--- config.mk ---
export PLATFORM = sky130hd
export DESIGN_NAME = irqm_top
export DESIGN_NICKNAME = d
export VERILOG_FILES = /design/src/rtl/irqm_pkg.sv /design/src/rtl/irqm_cfg.sv /design/src/rtl/irqm_cmp.sv /design/src/rtl/irqm_stat.sv /design/src/rtl/irqm_top.sv
export SDC_FILE = /design/constraint.sdc
export NUM_CORES = 1
export LEC_CHECK = 0
export CAP_MARGIN = 10
export CORE_ASPECT_RATIO = 0.75
export CORE_MARGIN = 8
export CORE_UTILIZATION = 38
export CTS_BUF_LIST = sky130_fd_sc_hd__clkbuf_4 sky130_fd_sc_hd__clkbuf_8
export CTS_CLUSTER_DIAMETER = 80
export DETAILED_ROUTE_END_ITERATION = 16
export HOLD_SLACK_MARGIN = 0.05
export PLACE_DENSITY_LB_ADDON = 0.3
export SETUP_SLACK_MARGIN = 0.2
export SYNTH_ARGS = -nofsm -noshare
export SYNTH_HDL_FRONTEND = slang
export SYNTH_HIERARCHICAL = 1
export SYNTH_SLANG_ARGS = --single-unit
export TNS_END_PERCENT = 30
--- constraint.sdc ---
create_clock -name clk -period 2.66 [get_ports clk]
set_clock_uncertainty 0.05 [all_clocks]
set_input_delay 0.266 -clock clk [delete_from_list [all_inputs] [get_ports clk]]
set_output_delay 0.266 -clock clk [all_outputs]
set_load 0.1 [all_outputs]
--- src/rtl/irqm_pkg.sv ---
package irqm_pkg;
    localparam int NSRC       = 4;
    localparam int SRC_EDGE   = 0;
    localparam int SRC_VALID  = 1;
    localparam int SRC_VALID2 = 2;
    localparam int SRC_MATCH  = 3;
endpackage

--- src/rtl/irqm_cfg.sv ---
module irqm_cfg
    import irqm_pkg::*;
#(
    parameter int REG_W  = 32,
    parameter int NHALF  = 2,
    parameter int ADDR_W = 3
) (
    input  logic                     clk,
    input  logic                     rst_n,
    input  logic                     wr_en_i,
    input  logic [ADDR_W-1:0]        wr_addr_i,
    input  logic [REG_W-1:0]         wr_data_i,
    output logic [REG_W*NHALF-1:0]   pat_o,
    output logic [REG_W*NHALF-1:0]   msk_o,
    output logic [NSRC-1:0]          en_o
);
    localparam int DATA_W = REG_W * NHALF;
    localparam logic [ADDR_W-1:0] EN_ADDR = ADDR_W'(2 * NHALF);

    typedef struct packed {
        logic [DATA_W-1:0] pat;
        logic [DATA_W-1:0] msk;
        logic [NSRC-1:0]   en;
    } cfg_t;

    cfg_t cfg_d, cfg_q;

    always_comb begin
        cfg_d = cfg_q;
        if (wr_en_i) begin
            for (int h = 0; h < NHALF; h++) begin
                if (wr_addr_i == ADDR_W'(h))
                    cfg_d.pat[h*REG_W +: REG_W] = wr_data_i;
                if (wr_addr_i == ADDR_W'(NHALF + h))
                    cfg_d.msk[h*REG_W +: REG_W] = wr_data_i;
            end
            if (wr_addr_i == EN_ADDR)
                cfg_d.en = wr_data_i[NSRC-1:0];
        end
    end

    always_ff @(posedge clk or negedge rst_n) begin
        if (!rst_n) cfg_q <= '0;
        else        cfg_q <= cfg_d;
    end

    assign pat_o = cfg_q.pat;
    assign msk_o = cfg_q.msk;
    assign en_o  = cfg_q.en;
endmodule

--- src/rtl/irqm_cmp.sv ---
module irqm_cmp #(
    parameter int DATA_W = 64
) (
    input  logic              strobe_i,
    input  logic [DATA_W-1:0] data_i,
    input  logic [DATA_W-1:0] pat_i,
    input  logic [DATA_W-1:0] msk_i,
    output logic              hit_o
);
    logic [DATA_W-1:0] diff;
    logic              armed;

    always_comb begin
        diff  = (data_i ^ pat_i) & msk_i;
        armed = |msk_i;
        hit_o = strobe_i && armed && (diff == '0);
    end
endmodule

--- src/rtl/irqm_stat.sv ---
module irqm_stat
    import irqm_pkg::*;
(
    input  logic            clk,
    input  logic            rst_n,
    input  logic [NSRC-1:0] evt_i,
    input  logic            clr_we_i,
    input  logic [NSRC-1:0] clr_bits_i,
    input  logic [NSRC-1:0] en_i,
    output logic [NSRC-1:0] stat_o,
    output logic            irq_o
);
    typedef struct packed {
        logic [NSRC-1:0] stat;
    } st_t;

    st_t st_d, st_q;

    always_comb begin
        st_d = st_q;
        if (clr_we_i)
            st_d.stat = st_d.stat & ~clr_bits_i;
        st_d.stat = st_d.stat | evt_i;
    end

    always_ff @(posedge clk or negedge rst_n) begin
        if (!rst_n) st_q <= '0;
        else        st_q <= st_d;
    end

    assign stat_o = st_q.stat;
    assign irq_o  = |(st_q.stat & en_i);
endmodule

--- src/rtl/irqm_top.sv ---
module irqm_top
    import irqm_pkg::*;
#(
    parameter int REG_W  = 32,
    parameter int NHALF  = 2,
    parameter int ADDR_W = 3
) (
    input  logic                   clk,
    input  logic                   rst_n,
    input  logic                   wr_en_i,
    input  logic [ADDR_W-1:0]      wr_addr_i,
    input  logic [REG_W-1:0]       wr_data_i,
    input  logic [ADDR_W-1:0]      rd_addr_i,
    output logic [REG_W-1:0]       rd_data_o,
    input  logic                   rx_edge_i,
    input  logic                   frame_done_i,
    input  logic                   frame_done2_i,
    input  logic [REG_W*NHALF-1:0] frame_data_i,
    output logic                   irq_o
);
    localparam int DATA_W = REG_W * NHALF;
    localparam logic [ADDR_W-1:0] EN_ADDR   = ADDR_W'(2 * NHALF);
    localparam logic [ADDR_W-1:0] STAT_ADDR = ADDR_W'(2 * NHALF + 1);
    localparam logic [ADDR_W-1:0] CLR_ADDR  = ADDR_W'(2 * NHALF + 2);

    logic [DATA_W-1:0] pat_w, msk_w;
    logic [NSRC-1:0]   en_w, stat_w, evt_w;
    logic              hit_w, clr_we_w;

    irqm_cfg #(.REG_W(REG_W), .NHALF(NHALF), .ADDR_W(ADDR_W)) u_cfg (
        .clk(clk), .rst_n(rst_n),
        .wr_en_i(wr_en_i), .wr_addr_i(wr_addr_i), .wr_data_i(wr_data_i),
        .pat_o(pat_w), .msk_o(msk_w), .en_o(en_w)
    );

    irqm_cmp #(.DATA_W(DATA_W)) u_cmp (
        .strobe_i(frame_done_i), .data_i(frame_data_i),
        .pat_i(pat_w), .msk_i(msk_w), .hit_o(hit_w)
    );

    always_comb begin
        evt_w             = '0;
        evt_w[SRC_EDGE]   = rx_edge_i;
        evt_w[SRC_VALID]  = frame_done_i;
        evt_w[SRC_VALID2] = frame_done2_i;
        evt_w[SRC_MATCH]  = hit_w;
        clr_we_w          = wr_en_i && (wr_addr_i == CLR_ADDR);
    end

    irqm_stat u_stat (
        .clk(clk), .rst_n(rst_n),
        .evt_i(evt_w), .clr_we_i(clr_we_w), .clr_bits_i(wr_data_i[NSRC-1:0]),
        .en_i(en_w), .stat_o(stat_w), .irq_o(irq_o)
    );

    always_comb begin
        rd_data_o = '0;
        for (int h = 0; h < NHALF; h++) begin
            if (rd_addr_i == ADDR_W'(h))
                rd_data_o = pat_w[h*REG_W +: REG_W];
            if (rd_addr_i == ADDR_W'(NHALF + h))
                rd_data_o = msk_w[h*REG_W +: REG_W];
        end
        if (rd_addr_i == EN_ADDR)
            rd_data_o = REG_W'(en_w);
        if (rd_addr_i == STAT_ADDR)
            rd_data_o = REG_W'(stat_w);
    end
endmodule

==> results of run 1 <==
-- what timing repair did --
| action | 4_1_cts | 5_1_grt |
|---|---|---|
| endpoints found under the hold margin | 29 | 0 |
| setup endpoints to repair | 0 | 0 |
| hold buffers | 1 | 0 |
-- logic make-up after synthesis --
logic type      after synthesis  share of synthesized area, %
flops                       136                         46.90
buf+inv                      26                         2.707
mux                         168                         30.28
xor+xnor                     64                         7.726
simple gates                 79                         7.156
compound gates               45                         5.225
-- metrics by stage --
step,hold WS [ns],std cells,instance area [µm²],worst slack [ns]
after CTS,0.2580,923,9746,0.4811
after global placement,0.1854,890,9325,0.2909
after detailed placement,0.1931,890,9325,0.2876
final,0.2558,923,9746,0.4241
after floorplan,-0.07959,518,7293,0.1131
after global routing,0.2891,923,9746,0.3535
-- worst max path at each step --
stage / startpoint / end / slack, ns / cells after the start
after floorplan: rd_addr_i[1] / rd_data_o[17] / 0.11 / 4
after global placement: frame_data_i[25] / u_stat/stat_o[3]$_DFF_PN0_ / 0.29 / 8
after detailed placement: frame_data_i[25] / u_stat/stat_o[3]$_DFF_PN0_ / 0.29 / 8
after CTS: u_cfg/msk_o[17]$_DFFE_PN0P_ / u_stat/stat_o[3]$_DFF_PN0_ / 0.48 / 7
after global routing: u_cfg/msk_o[17]$_DFFE_PN0P_ / u_stat/stat_o[3]$_DFF_PN0_ / 0.35 / 7
final: u_cfg/msk_o[17]$_DFFE_PN0P_ / u_stat/stat_o[3]$_DFF_PN0_ / 0.42 / 7
-- metal layers --
metal / share of wire, % / track usage [%]
met5: 0 / 0
met4: 1.5 / 5.543
met3: 7.9 / 6.100
met2: 46 / 30.26
met1: 45 / 26.53
-- worst reg2reg max path, delay by kind of cell (launching register included) --
kind	cells	cell delay, ns
DFF	1	0.43
AOI/OAI and AO/OA	1	0.15
and+or+nand+nor	6	1.51
-- power groups by stage --
stage	clock network (µW)	registers, µW	logic, µW
global route	1870	3100	2750
floorplan	0	2860	1710
finish	1750	3040	2630
detailed placement	0	3070	2620
global placement	0	3030	2590
CTS	1790	3030	2630
-- registers in the layout (all words and copies together) (netlist names) --
signal	flops
u_stat/stat_o	4
u_cfg/en_o	4
u_cfg/pat_o	64
u_cfg/msk_o	64
-- placed cells by master (no fill, tap or decap), types with 2 or more instances in the layout --
master	n
xor2_1	64
nor2b_2	5
buf_2	2
nand2_1	10
nor4_1	16
clkbuf_4	2
o21a_1	4
clkinv_2	5
o221ai_2	4
bufinv_16	2
a22oi_1	10
or4_1	2
buf_12	40
a21o_1	4
mux2i_1	8
clkbuf_8	22
nand3b_1	4
mux4_2	28
a221oi_1	10
a22o_1	11
mux2_2	121
mux2_1	11
dfrtp_1	136
nand4_1	9
nor2b_1	23
nor4bb_4	2
buf_4	5
clkdlybuf4s50_1	104
-- cell type report --
| class | count | share of cell area (%) |
|---|---|---|
| Timing Repair Buffer | 152 | 19.49 |
| Sequential cell | 136 | 34.92 |
| Multi-Input combinational cell | 356 | 38.21 |
| Tap cell | 247 | 3.171 |
| Clock buffer | 24 | 3.261 |
| Clock inverter | 8 | 0.9501 |
==> load_flow_metrics.sql, run 1 <==
INSERT INTO impl_metrics (metric_group, metric, value, unit) VALUES
('die', 'starting_density', '38.98', '%'),
('timing', 'achievable-frequency', '0.4472', 'GHz'),
('routing', 'postRouteAntennaNets', '0', ''),
('logic_synthesis', 'yosysMostFrequentCell', 'dfrtp_1', ''),
('logic_synthesis', 'synth_top_area_share', '46.90', '%'),
('logic_synthesis', 'ys_dominant_reg_cell', 'dfrtp_1', ''),
('routing', 'drt-pass1-iter-count', '5', ''),
('cts', 'clk_pin_slew_worst_paths', '0.07', 'ns'),
('cts', 'clock_latency', '0.45', 'ns'),
('pwr', 'switching_share', '35.86', '%'),
('pwr', 'clkPwrFrac', '23.5', '%'),
('global_routing', 'grt_antenna_before_repair', '0', ''),
('pwr', 'internal_power', '4761', 'µW'),
('timing', 'final_max_slew_viol_count', '0', ''),
('cts', 'cts.path.max_buffers', '2', ''),
('routing', 'post_drt_wl_per_cell', '24.82', 'µm'),
('timing', 'setup-violations-final', '0', ''),
('finish', 'multiInputGateArea', '0.003724', 'mm²'),
('logic_synthesis', 'synth_top_cells_by_count', 'dfrtp_1 (136), mux2_2 (121), xor2_1 (64), mux4_2 (28), nor2b_1 (28)', ''),
('place', 'gp_routability_congestion', '0.8465', ''),
('logic_synthesis', 'syn_nets', '626', ''),
('logic_synthesis', 'post_synth_instance_area', '0.007256', 'mm²'),
('logic_synthesis', 'yosys_warnings', '6', ''),
('worst_setup_path', 'timing.rr.start', 'u_cfg/msk_o[17]$_DFFE_PN0P_', ''),
('global_routing', 'global_route_wire_length_before_repair', '35130', 'µm'),
('cts', 'cts-htree-levels', '4', ''),
('worst_setup_path', 'setup.worst_path.class', 'flip-flop to flip-flop', ''),
('timing', 'hold_viol', '0', ''),
('finish', 'final_core_utilization', '52.35', '%'),
('finish', 'layout.area.seq', '0.003403', 'mm²'),
('die', 'num_io_pins', '141', ''),
('worst_setup_path', 'timing.rr.end', 'u_stat/stat_o[3]$_DFF_PN0_', ''),
('routing', 'drt_iter0_markers', '462', ''),
('finish', 'fill_cells', '1593', ''),
('logic_synthesis', 'synth_top_area_cell', 'dfrtp_1', ''),
('finish', 'net_count_reported_at_finish', '771', ''),
('pwr', 'power_per_cell_area', '761.7', 'mW/mm²'),
('finish', 'drive_above_1_share', '35.95', '%'),
('cts', 'cts-buffers-inserted', '17', ''),
('global_routing', 'grt.total_usage', '19.71', '%'),
('place', 'placement.io_buffers', '140', ''),
('routing', 'dr_total_vias', '5187', ''),
('timing', 'final.period_utilization', '84.06', '%'),
('outcome', 'status', 'finished clean', ''),
('timing', 'relSlewSlack', '62.75', '%'),
('pwr', 'power', '7424', 'µW'),
('finish', 'num_antenna_cells', '0', ''),
('cts', 'postCtsSetupBuffers', '0', ''),
('pwr', 'pwr-share-seq', '41.0', '%'),
('worst_setup_path', 'crit_path_start_kind', 'flip-flop', ''),
('logic_synthesis', 'syn-mean-instance-area', '14.01', 'µm²'),
('die', 'std_cell_rows', '43', ''),
('finish', 'area.growth.synth_to_final', '34.32', '%'),
('worst_setup_path', 'crit_path_cell_trace', 'nor4_1, nand4_1, or4_1, nand4_1, or4_1, nor3_2, a21o_1', ''),
('logic_synthesis', 'postSynthCellCount', '518', ''),
('worst_setup_path', 'cp_capture_type', 'flip-flop', ''),
('logic_synthesis', 'synthDistinctLibCells', '33', ''),
('pwr', 'vdd_drop_max', '395.2', 'µV'),
('worst_setup_path', 'worst-r2r-setup-slack', '0.42', 'ns'),
('worst_setup_path', 'cp_num_buf_inv', '0', ''),
('place', 'dpl.hpwl', '16840', 'µm'),
('worst_setup_path', 'worst_path_largest_cell_delay', '0.54', 'ns'),
('die', 'die_h', '135.7', 'µm'),
('die', 'die-width', '175.6', 'µm'),
('worst_setup_path', 'worst-endpoint-arrival', '2.53', 'ns'),
('worst_setup_path', 'timing.reg2reg.worst_path_depth', '7', ''),
('worst_setup_path', 'cp_data_required_time', '2.95', 'ns'),
('timing', 'timing.setup.tns', '0', 'ns'),
('worst_setup_path', 'worst-path-max-fanout', '4', ''),
('die', 'die-area', '0.02382', 'mm²'),
('cts', 'tritoncts', 'yes', '');
Power figures use the tool's default switching activity.
==> inputs of run 2 (changes only) <==
==> constraint.sdc (replaced) <==
create_clock -name clk -period 2.2 [get_ports clk]
set_clock_uncertainty 0.05 [all_clocks]
set_input_delay 0.22 -clock clk [delete_from_list [all_inputs] [get_ports clk]]
set_output_delay 0.22 -clock clk [all_outputs]
set_load 0.1 [all_outputs]
==> run 2 against run 1 <==
Effect of this change: sequential share of layout area down 1.8 points; power up 28%; first-iteration DRC count up 7.6%; global-route usage up 0.41 points; combinational power up 37%; critical path type is now flip-flop to output port; largest power group unchanged.
==> load_flow_metrics.sql, run 2 (synthesis gave the netlist of run 1 again) <==
INSERT INTO impl_metrics (metric_group, metric, value, unit) VALUES
('outcome', 'status', 'finished clean', ''),
('timing', 'final.period_utilization', '95.96', '%'),
('die', 'num_io_pins', '141', ''),
('place', 'dpl.hpwl', '17170', 'µm'),
('global_routing', 'grt_max_degree', '51', ''),
('global_routing', 'met2_usage', '30.52', '%'),
('timing', 'final_max_slew_viol_count', '0', ''),
('die', 'die_h', '135.7', 'µm'),
('finish', 'drive_above_1_share', '43.08', '%'),
('finish', 'final_cells', '955', ''),
('global_routing', 'grt_antenna_before_repair', '1', ''),
('worst_setup_path', 'worst_path_largest_cell_delay', '0.45', 'ns'),
('worst_setup_path', 'cp_num_buf_inv', '2', ''),
('pwr', 'power_per_cell_area', '924.2', 'mW/mm²'),
('global_routing', 'grt_most_used_layer', 'met2', ''),
('timing', 'worst_pin_slew', '0.5489', 'ns'),
('global_routing', 'first_global_vias', '5848', ''),
('timing', 'setup-violations-final', '0', ''),
('timing', 'finalWorstSetupSlack', '0.08892', 'ns'),
('finish', 'net_count_reported_at_finish', '803', ''),
('routing', 'dr_total_vias', '5338', ''),
('worst_setup_path', 'timing.reg2reg.worst_path_depth', '8', ''),
('global_routing', 'grt.met3_usage', '6.212', '%'),
('finish', 'most-common-layout-cells', 'dfrtp_1 (131), mux2_2 (121), clkdlybuf4s50_1 (103), xor2_1 (63), buf_12 (36)', ''),
('die', 'placeableCoreArea', '0.01862', 'mm²'),
('global_routing', 'overflow', '0', ''),
('place', 'preCtsSetupSlack', '-0.1537', 'ns'),
('pwr', 'power', '9526', 'µW'),
('worst_setup_path', 'crit_path_cell_trace', 'buf_6, mux4_2, nor2b_4, clkbuf_16', ''),
('timing', 'relSlewSlack', '63.40', '%'),
('routing', 'detail_route.wirelength', '23740', 'µm'),
('pwr', 'vdd_drop_max', '437.6', 'µV'),
('cts', 'cts.path.max_buffers', '2', ''),
('worst_setup_path', 'timing.critical_path.max_delay_family', 'multiplexers', ''),
('global_routing', 'met1_usage', '27.70', '%'),
('routing', 'post_drt_wl_per_cell', '24.85', 'µm'),
('die', 'die-area', '0.02382', 'mm²'),
('cts', 'cts-root-buf', 'clkbuf_8', ''),
('worst_setup_path', 'crit_path_start_kind', 'flip-flop', ''),
('timing', 'rsz0062_at_grt', 'true', ''),
('pwr', 'static-leakage-power', '0.004212', 'µW'),
('die', 'std_cell_rows', '43', ''),
('worst_setup_path', 'cpMaxStageDelayCell', 'mux4_2', ''),
('die', 'starting_density', '38.98', '%'),
('timing', 'finalWorstPathRequiredPeriod', '2.111', 'ns'),
('worst_hold_path', 'min_path_type', 'input port to async pin', ''),
('worst_setup_path', 'worst-path-max-fanout', '3', ''),
('run', 'drv.max_cap_violation_count', '0', ''),
('place', 'placement.io_buffers', '140', ''),
('worst_setup_path', 'setup.worst_path.class', 'flip-flop to output port', ''),
('timing', 'hold_viol', '0', ''),
('timing', 'achievable-frequency', '0.4737', 'GHz'),
('timing', 'whs', '0.2639', 'ns'),
('global_routing', 'global_route_wire_length_before_repair', '36140', 'µm'),
('cts', 'clk_pin_slew_worst_paths', '0.08', 'ns'),
('worst_setup_path', 'crit_cells', '4', ''),
('place', 'gp_routability_congestion', '0.9062', ''),
('cts', 'clock_latency', '0.45', 'ns'),
('routing', 'drt_iter0_markers', '497', ''),
('worst_setup_path', 'worst-endpoint-arrival', '1.84', 'ns'),
('finish', 'most_common_cell_after_layout_fill_and_taps_aside', 'dfrtp_1', ''),
('finish', 'area.growth.synth_to_final', '42.06', '%'),
('die', 'die-width', '175.6', 'µm'),
('cts', 'cts-htree-levels', '4', ''),
('cts', 'clock_sinks', '136', ''),
('finish', 'num_antenna_cells', '0', ''),
('routing', 'vias_per_cell', '5.590', ''),
('routing', 'drc', '0', ''),
('routing', 'drt-pass1-iter-count', '5', ''),
('worst_setup_path', 'cp_capture_type', 'output port', ''),
('routing', 'postRouteAntennaNets', '0', ''),
('global_routing', 'grt.total_usage', '20.12', '%'),
('place', 'number_of_instances_in_the_placed_design', '904', ''),
('cts', 'tritoncts', 'yes', ''),
('cts', 'cts-buffers-inserted', '17', ''),
('worst_setup_path', 'cp_data_required_time', '1.93', 'ns');
run 2: cell types whose count changed in the layout (fill, tap and decap cells not counted), sizes merged:
cell,change
buf,+29
bufinv,+1
clkbuf,+2
clkdlybuf4s50,-1
clkinv,-2
clkinvlp,+3
run 2: worst paths after layout:
check,start,to,slack (ns)
max in group asynchronous,rst_n,u_cfg/msk_o[30]$_DFFE_PN0P_,0.97
hold / removal,rst_n,u_cfg/pat_o[46]$_DFFE_PN0P_,0.26
setup / recovery,u_cfg/msk_o[22]$_DFFE_PN0P_,rd_data_o[22],0.09
setup reg to reg,u_cfg/msk_o[62]$_DFFE_PN0P_,u_stat/stat_o[3]$_DFF_PN0_,0.12
min in group clk,frame_done2_i,u_stat/stat_o[2]$_DFF_PN0_,0.30
hold reg to reg,u_stat/stat_o[0]$_DFF_PN0_,u_stat/stat_o[0]$_DFF_PN0_,0.47
run 2: routing by layer:
metal	part of all wire, %	vias up	wire length (µm)
li1	-	2318	-
met1	45	2761	10600
met2	46	229	10860
met3	8.1	28	1920
met4	1.4	2	335
met5	0.055	-	13
run 2: cell type report:
type                    instances  area (µm²)
clock inverters                10       142.6
fillers                      1570        8308
well taps                     247       309.0
repair buffers                184        2185
flip-flops and latches        136        3410
clock buffers                  22       296.5
multi-input cells             356        3965
run 2: per-stage QoR:
step | TNS (ns) | util (%) | cell area [µm²]
global route | 0 | 55.37 | 10310
floorplan | -5.282 | - | 7327
finish | 0 | 55.37 | 10310
global placement | -0.1261 | 50.75 | 9447
CTS | 0 | 53.84 | 10020
detailed placement | -0.1537 | 50.75 | 9447
run 2: timing repair:
item / 4_1_cts / 5_1_grt
hold endpoints to repair: 35 / 0
endpoints found under the setup margin: 28 / 30
buffers inserted: 5 / 13
gates cloned: 0 / 0
hold buffers: 1 / 0
pin swaps: 3 / 8
resized for setup: 18 / 37
run 2: power by group:
group          leakage [µW]  switching [µW]  total (µW)  internal, µW
clock              0.000211             994        2250          1260
sequential          0.00162             645        3690          3040
combinational       0.00238            1780        3590          1810
==> inputs of run 3 (changes only) <==
--- a/config.mk
+++ b/config.mk
@@ -5,7 +5,6 @@
 export SDC_FILE = /design/constraint.sdc
 export NUM_CORES = 1
 export LEC_CHECK = 0
-export CAP_MARGIN = 10
 export CORE_ASPECT_RATIO = 0.75
 export CORE_MARGIN = 8
 export CORE_UTILIZATION = 38
==> results of run 3 <==
No change in the layout: final DEF, timing and power equal those of run 2.
